[src/rtl/iz_pkg.sv]
package iz_pkg;
    typedef enum logic [1:0] {
        LD_IDLE  = 2'd0,
        LD_DATA  = 2'd1,
        LD_FAULT = 2'd2
    } ld_state_e;

    // Per-byte merge: a fresh byte reads as zero.
    function automatic logic [511:0] merge_fresh(input logic [511:0] raw,
                                                 input logic [63:0]  fresh);
        logic [511:0] r;
        for (int b = 0; b < 64; b++) begin
            r[b*8 +: 8] = fresh[b] ? 8'h00 : raw[b*8 +: 8];
        end
        return r;
    endfunction
endpackage

[src/rtl/iz_flag_bank.sv]
module iz_flag_bank #(
    parameter int LINES = 8,
    parameter int BYTES = 64,
    localparam int IDXW = $clog2(LINES)
) (
    input  logic                         clk,
    input  logic                         rst_n,
    input  logic                         al_en,
    input  logic [IDXW-1:0]              al_idx,
    input  logic                         st_en,
    input  logic [IDXW-1:0]              st_idx,
    input  logic [BYTES-1:0]             st_mask,
    output logic [LINES-1:0]             alloc_q,
    output logic [LINES-1:0][BYTES-1:0]  fresh_q
);
    for (genvar i = 0; i < LINES; i++) begin : g_line
        always_ff @(posedge clk) begin
            if (!rst_n) begin
                alloc_q[i] <= 1'b0;
                fresh_q[i] <= '0;
            end else if (al_en && al_idx == IDXW'(i)) begin
                alloc_q[i] <= 1'b1;
                fresh_q[i] <= '1;
            end else if (st_en && st_idx == IDXW'(i)) begin
                fresh_q[i] <= fresh_q[i] & ~st_mask;
            end
        end
    end
endmodule

[src/rtl/iz_data_bank.sv]
module iz_data_bank #(
    parameter int LINES = 8,
    parameter int BYTES = 64,
    localparam int IDXW = $clog2(LINES),
    localparam int DW   = BYTES * 8
) (
    input  logic                 clk,
    input  logic                 we,
    input  logic [IDXW-1:0]      w_idx,
    input  logic [BYTES-1:0]     w_mask,
    input  logic [DW-1:0]        w_data,
    input  logic [IDXW-1:0]      r_idx,
    output logic [DW-1:0]        r_data
);
    logic [LINES-1:0][DW-1:0] mem_q;

    for (genvar i = 0; i < LINES; i++) begin : g_line
        always_ff @(posedge clk) begin
            if (we && w_idx == IDXW'(i)) begin
                for (int b = 0; b < BYTES; b++) begin
                    if (w_mask[b]) mem_q[i][b*8 +: 8] <= w_data[b*8 +: 8];
                end
            end
        end
    end

    assign r_data = mem_q[r_idx];
endmodule

[src/rtl/iz_load_fsm.sv]
module iz_load_fsm
    import iz_pkg::*;
#(
    parameter int DW = 512
) (
    input  logic          clk,
    input  logic          rst_n,
    input  logic          ld_valid,
    input  logic          line_ok,
    input  logic [DW-1:0] merged,
    input  logic          rd_ready,
    output logic          ld_ready,
    output logic          rd_valid,
    output logic          rd_err,
    output logic [DW-1:0] rd_data
);
    ld_state_e state_q, state_d;
    logic      accept;
    logic [DW-1:0] data_q;

    assign accept = ld_valid && (state_q == LD_IDLE);

    always_ff @(posedge clk) begin
        if (!rst_n) state_q <= LD_IDLE;
        else        state_q <= state_d;
    end

    always_comb begin
        state_d = state_q;
        unique case (state_q)
            LD_IDLE:  if (accept) state_d = line_ok ? LD_DATA : LD_FAULT;
            LD_DATA:  if (rd_ready) state_d = LD_IDLE;
            LD_FAULT: if (rd_ready) state_d = LD_IDLE;
            default:  state_d = LD_IDLE;
        endcase
    end

    always_ff @(posedge clk) begin
        if (!rst_n)      data_q <= '0;
        else if (accept) data_q <= line_ok ? merged : '0;
    end

    always_comb begin
        ld_ready = (state_q == LD_IDLE);
        rd_valid = (state_q == LD_DATA) || (state_q == LD_FAULT);
        rd_err   = (state_q == LD_FAULT);
        rd_data  = data_q;
    end
endmodule

[src/rtl/iz_line_store.sv]
module iz_line_store
    import iz_pkg::*;
#(
    parameter int LINES = 8,
    parameter int BYTES = 64,
    localparam int IDXW = $clog2(LINES),
    localparam int DW   = BYTES * 8
) (
    input  logic             clk,
    input  logic             rst_n,
    input  logic             al_valid,
    input  logic [IDXW-1:0]  al_idx,
    input  logic             st_valid,
    input  logic [IDXW-1:0]  st_idx,
    input  logic [BYTES-1:0] st_mask,
    input  logic [DW-1:0]    st_data,
    output logic             st_err,
    input  logic             ld_valid,
    output logic             ld_ready,
    input  logic [IDXW-1:0]  ld_idx,
    output logic             rd_valid,
    input  logic             rd_ready,
    output logic             rd_err,
    output logic [DW-1:0]    rd_data,
    input  logic [IDXW-1:0]  chk_idx,
    output logic             chk_clean
);
    logic [LINES-1:0]            alloc_q;
    logic [LINES-1:0][BYTES-1:0] fresh_q;
    logic [DW-1:0]               raw_line;
    logic [DW-1:0]               merged;
    logic                        st_clash;
    logic                        st_ok;
    logic                        st_err_q;

    // An allocate to the same line in the same cycle overrides the store.
    assign st_clash = al_valid && (al_idx == st_idx);
    assign st_ok    = st_valid && !st_clash && alloc_q[st_idx];

    iz_flag_bank #(.LINES(LINES), .BYTES(BYTES)) u_flags (
        .clk     (clk),
        .rst_n   (rst_n),
        .al_en   (al_valid),
        .al_idx  (al_idx),
        .st_en   (st_ok),
        .st_idx  (st_idx),
        .st_mask (st_mask),
        .alloc_q (alloc_q),
        .fresh_q (fresh_q)
    );

    iz_data_bank #(.LINES(LINES), .BYTES(BYTES)) u_data (
        .clk    (clk),
        .we     (st_ok),
        .w_idx  (st_idx),
        .w_mask (st_mask),
        .w_data (st_data),
        .r_idx  (ld_idx),
        .r_data (raw_line)
    );

    always_comb begin
        for (int b = 0; b < BYTES; b++) begin
            merged[b*8 +: 8] = fresh_q[ld_idx][b] ? 8'h00 : raw_line[b*8 +: 8];
        end
    end

    iz_load_fsm #(.DW(DW)) u_ld (
        .clk      (clk),
        .rst_n    (rst_n),
        .ld_valid (ld_valid),
        .line_ok  (alloc_q[ld_idx]),
        .merged   (merged),
        .rd_ready (rd_ready),
        .ld_ready (ld_ready),
        .rd_valid (rd_valid),
        .rd_err   (rd_err),
        .rd_data  (rd_data)
    );

    always_ff @(posedge clk) begin
        if (!rst_n) st_err_q <= 1'b0;
        else        st_err_q <= st_valid && !st_clash && !alloc_q[st_idx];
    end
    assign st_err = st_err_q;

    assign chk_clean = alloc_q[chk_idx] && (&fresh_q[chk_idx]);
endmodule

[config.mk]
export PLATFORM = sky130hd
export DESIGN_NAME = iz_line_store
export DESIGN_NICKNAME = d
export VERILOG_FILES = /design/src/rtl/iz_pkg.sv /design/src/rtl/iz_flag_bank.sv /design/src/rtl/iz_data_bank.sv /design/src/rtl/iz_load_fsm.sv /design/src/rtl/iz_line_store.sv
export SDC_FILE = /design/constraint.sdc
export NUM_CORES = 2
export LEC_CHECK = 0
export ABC_AREA = 0
export BUFFER_PORTS_ARGS = -buffer_cell sky130_fd_sc_hd__buf_4
export CAP_MARGIN = 10
export CORE_ASPECT_RATIO = 0.8
export CORE_MARGIN = 5
export CORE_UTILIZATION = 60
export DETAILED_ROUTE_END_ITERATION = 8
export PLACE_DENSITY_LB_ADDON = 0.05
export SLEW_MARGIN = 20
export SYNTH_ARGS = -nofsm -noshare
export SYNTH_HDL_FRONTEND = slang
export SYNTH_HIERARCHICAL = 1
export SYNTH_SLANG_ARGS = --single-unit
[constraint.sdc]
create_clock -name clk -period 3.2 [get_ports clk]
set_input_delay 0.32 -clock clk [delete_from_list [all_inputs] [get_ports clk]]
set_output_delay 0.32 -clock clk [all_outputs]
set_load 0.01 [all_outputs]
==> metrics.cfg <==
[setup_path]
critPathArrivalTime_ps = 3240
r2r_cells = 7
r2r-end = u_ld/state_q[0]
crit_end = chk_clean
crit_start = u_flags/fresh_q[129]
critPathMaxFanout = 3
worst_ep_required_time_ps = 2880
r2r_slack_ps = 300
cp_slowest_cell = dfxtp_1
max_stage_delay_ps = 400
end_kind = output port
critPathLaunchType = register
cpMostUsedCell = buf_6
crit_type = reg2out
path_cells = nand4_1 -> nor3_1 -> buf_4 -> o221ai_1 -> a21oi_2 -> a22oi_1 -> o22ai_4 -> buf_6 -> buf_6
r2r_start = u_flags/alloc_q[3]

[power_and_ir_drop]
p_clk_frac = 0.415
p_total_mw = 140
p_per_area_nw_per_um2 = 564
p_int_mw = 110
p_leak_nw = 83.2
p_seq_frac = 0.519
p_switching_mw = 29.9
comb_power_share = 0.066
sw_frac_of_total = 0.214
peakVddDrop_mv = 0.506

[routing]
avgRoutedWirePerCell_microns = 28.6
drtIter0Drc = 13400
vias_per_cell = 6.20
drc = 0
ant_nets = 0
routed_wl_microns = 540000
vias = 117000
dr.pass1.iters = 8

[placement]
port_buffers = 1110
dp_hpwl_microns = 366000
placed_area_sq_um = 225000
dp_slack_ps = -485
dpl.cell_count = 17300
gp_congestion = 0.869

[timing]
timing.fmax_mhz = 281
fin_skew_ps = 29.2
whs_ps = 79.0
tightest_slew_ps = 1130
postLayoutSetupSlackWorst_ps = -357
finalHoldViolCount = 0
timing.final.crit_share = 1.11
rsz0062_at_grt = yes
setup_violations = 1
final_max_slew_viol_count = 0
min_period_ps = 3560
relSlewSlack = 0.246

[clock_network]
clock_latency_ps = 990
htreeDepth = 5
cts_tree = yes
numCtsBuffers = 479
numClockSinks = 5131
clock_tree.buffer_depth = 4
clkTransAtPathRegs_ps = 60
cts-root-buf = clkbuf_16

[final_layout]
layout_commonest_cell = edfxtp_1
fin_area_sq_um = 248000
final_cells = 18800
area_growth_pct = 21.8
fill_cells = 20400
final_cell_mix = edfxtp_1 (4,096), buf_4 (1,538), mux4_2 (1,156)
seq_area_sq_um = 144000
nNetsFinal = 14400
multi_input_area_sq_um = 55300
drive_gt1_frac = 0.320

[yosys]
syn-cell-area_sq_um = 203000
synthCells = 11600
synthFlopType = edfxtp_1
synth_top_family_by_area = multiplexers
yosysUniqueCellTypes = 54
yosysSeqAreaShare = 0.707
synth_xor_area_frac = 0.000129
ys_seq_elements = 5131
synth_edf_count = 4096
ys_warn_count = 6
async_reset_ff_frac = 0
synthAdderAreaFrac = 0.000185
synthMuxAreaShare = 0.164
syn-mean-instance-area_sq_um = 17.6
synth_compound_area_frac = 0.0454
yosys.area_share.simple = 0.0611
synth_nets = 12200

[die]
rows = 191
core_sq_um = 338000
start_util = 0.602
io_pins = 1111
die_w_microns = 661
dieArea_sq_um = 351000
die_h_microns = 531

[global_route]
overflow = 0
grt_pass1_vias = 118000
antenna_found_initial = 141
grt_max_degree = 183
grt_pass1_wl_microns = 791000
grtUsageTotal = 0.305

[hold_path]
hold_path.class = in2reg

[flow_run]
drv_cap = 0

[outcome]
violations = setup timing
outcome = complete, but fails checks

## through the flow
stage / util / setup TNS [ps]
5_1_grt: 0.733 / -444
4_1_cts: 0.732 / -489
3_3_place_gp: 0.667 / -592
6_report: 0.733 / -357
2_1_floorplan: - / 0
3_5_place_dp: 0.667 / -485
## flip-flops by register name, indices dropped and copies added, names as in the netlist
register         count
u_flags/fresh_q    512
u_ld/rd_data       512
st_err               1
u_ld/state_q         2
u_flags/alloc_q      8
u_data/mem_q      4096
## area by class of cell
| cell class | count | area share |
|---|---|---|
| Sequential cell | 5131 | 0.580 |
| Multi-Input combinational cell | 5596 | 0.223 |
| Timing Repair Buffer | 2585 | 0.107 |
| Clock buffer | 666 | 0.0549 |
| Tap cell | 4535 | 0.0229 |
| Clock inverter | 237 | 0.0104 |
| Antenna cell | 86 | 0.000869 |
| Inverter | 3 | 0.0000455 |
## cell families (layout without fill, tap and decap cells)
group,Yosys count,in the layout
xor gates and xnor gates,3,3
muxes,1738,1738
buffers and inverters,842,3491
other,0,86
adders and majority gates,3,3
and+or+nand+nor,2290,2290
AOI/OAI and AO/OA,1562,1562
DFF,5131,5131
## timing repair
item / 4_1_cts / 5_1_grt
hold endpoints to repair: 8373 / 0
hold buffers: 585 / 0
pin swaps: 11 / 12
setup endpoints to repair: 1 / 1
buffers inserted: 1 / 0
resized for setup: 20 / 12
## critical path, delay by kind of cell, from the launching register on
family / cells / cell delay (ps)
compound gates: 4 / 940
buf+inv: 3 / 400
flops: 1 / 400
simple gates: 2 / 500
## routing by layer
metal  share of wire  vias to the layer above  global-route usage
li1                -                    50000                   -
met1            0.40                    60100               0.443
met2            0.48                     5724               0.479
met3           0.090                      878              0.0535
met4           0.034                       46              0.0968
met5         0.00054                        -                   0
## worst min path at each step
stage,start,endpoint,slack (ps),cells past startpoint
after floorplan,st_data[0],u_data/mem_q[0],420,0
after global placement,u_ld/rd_data[120],u_ld/rd_data[120],440,2
after detailed placement,u_ld/rd_data[269],u_ld/rd_data[269],440,2
after CTS,al_idx[1],u_flags/alloc_q[0],0.2,4
after global routing,al_idx[1],u_flags/alloc_q[0],50,4
final,al_idx[1],u_flags/alloc_q[0],80,4
## synth_stat cells, types with 4 or more instances
cell / n / area [sq um]
a21boi_1: 469 / 3520
o22ai_1: 6 / 37.5
and2_1: 1024 / 6410
a21oi_1: 495 / 2480
dfxtp_1: 1035 / 20700
edfxtp_1: 4096 / 123000
nand2_1: 543 / 2040
nor4b_1: 4 / 35.0
buf_2: 228 / 1140
buf_6: 61 / 687
buf_12: 16 / 320
nand3_1: 529 / 2650
buf_8: 41 / 616
a21boi_0: 43 / 323
buf_1: 72 / 270
nand4_1: 100 / 626
nor4_1: 23 / 144
mux2_2: 513 / 5780
nor3_1: 10 / 50.1
and4_1: 4 / 35.0
mux2i_4: 64 / 1440
mux2i_1: 4 / 40.0
nand4b_1: 13 / 114
a21oi_2: 20 / 175
clkbuf_1: 420 / 1580
and4b_1: 6 / 60.1
mux4_2: 1156 / 26000
o21a_1: 8 / 60.1
nor2_1: 10 / 37.5
o21ai_0: 513 / 2570
## power groups by stage
stage / sequential (mW) / clock (mW) / combinational [mW]
2_1_floorplan: 74.0 / 0 / 5.01
5_1_grt: 72.5 / 62.0 / 9.74
3_5_place_dp: 74.0 / 0 / 8.44
3_3_place_gp: 74.0 / 0 / 8.27
4_1_cts: 72.5 / 58.9 / 9.20
6_report: 72.6 / 58.1 / 9.18
Power figures use the tool's default switching activity.
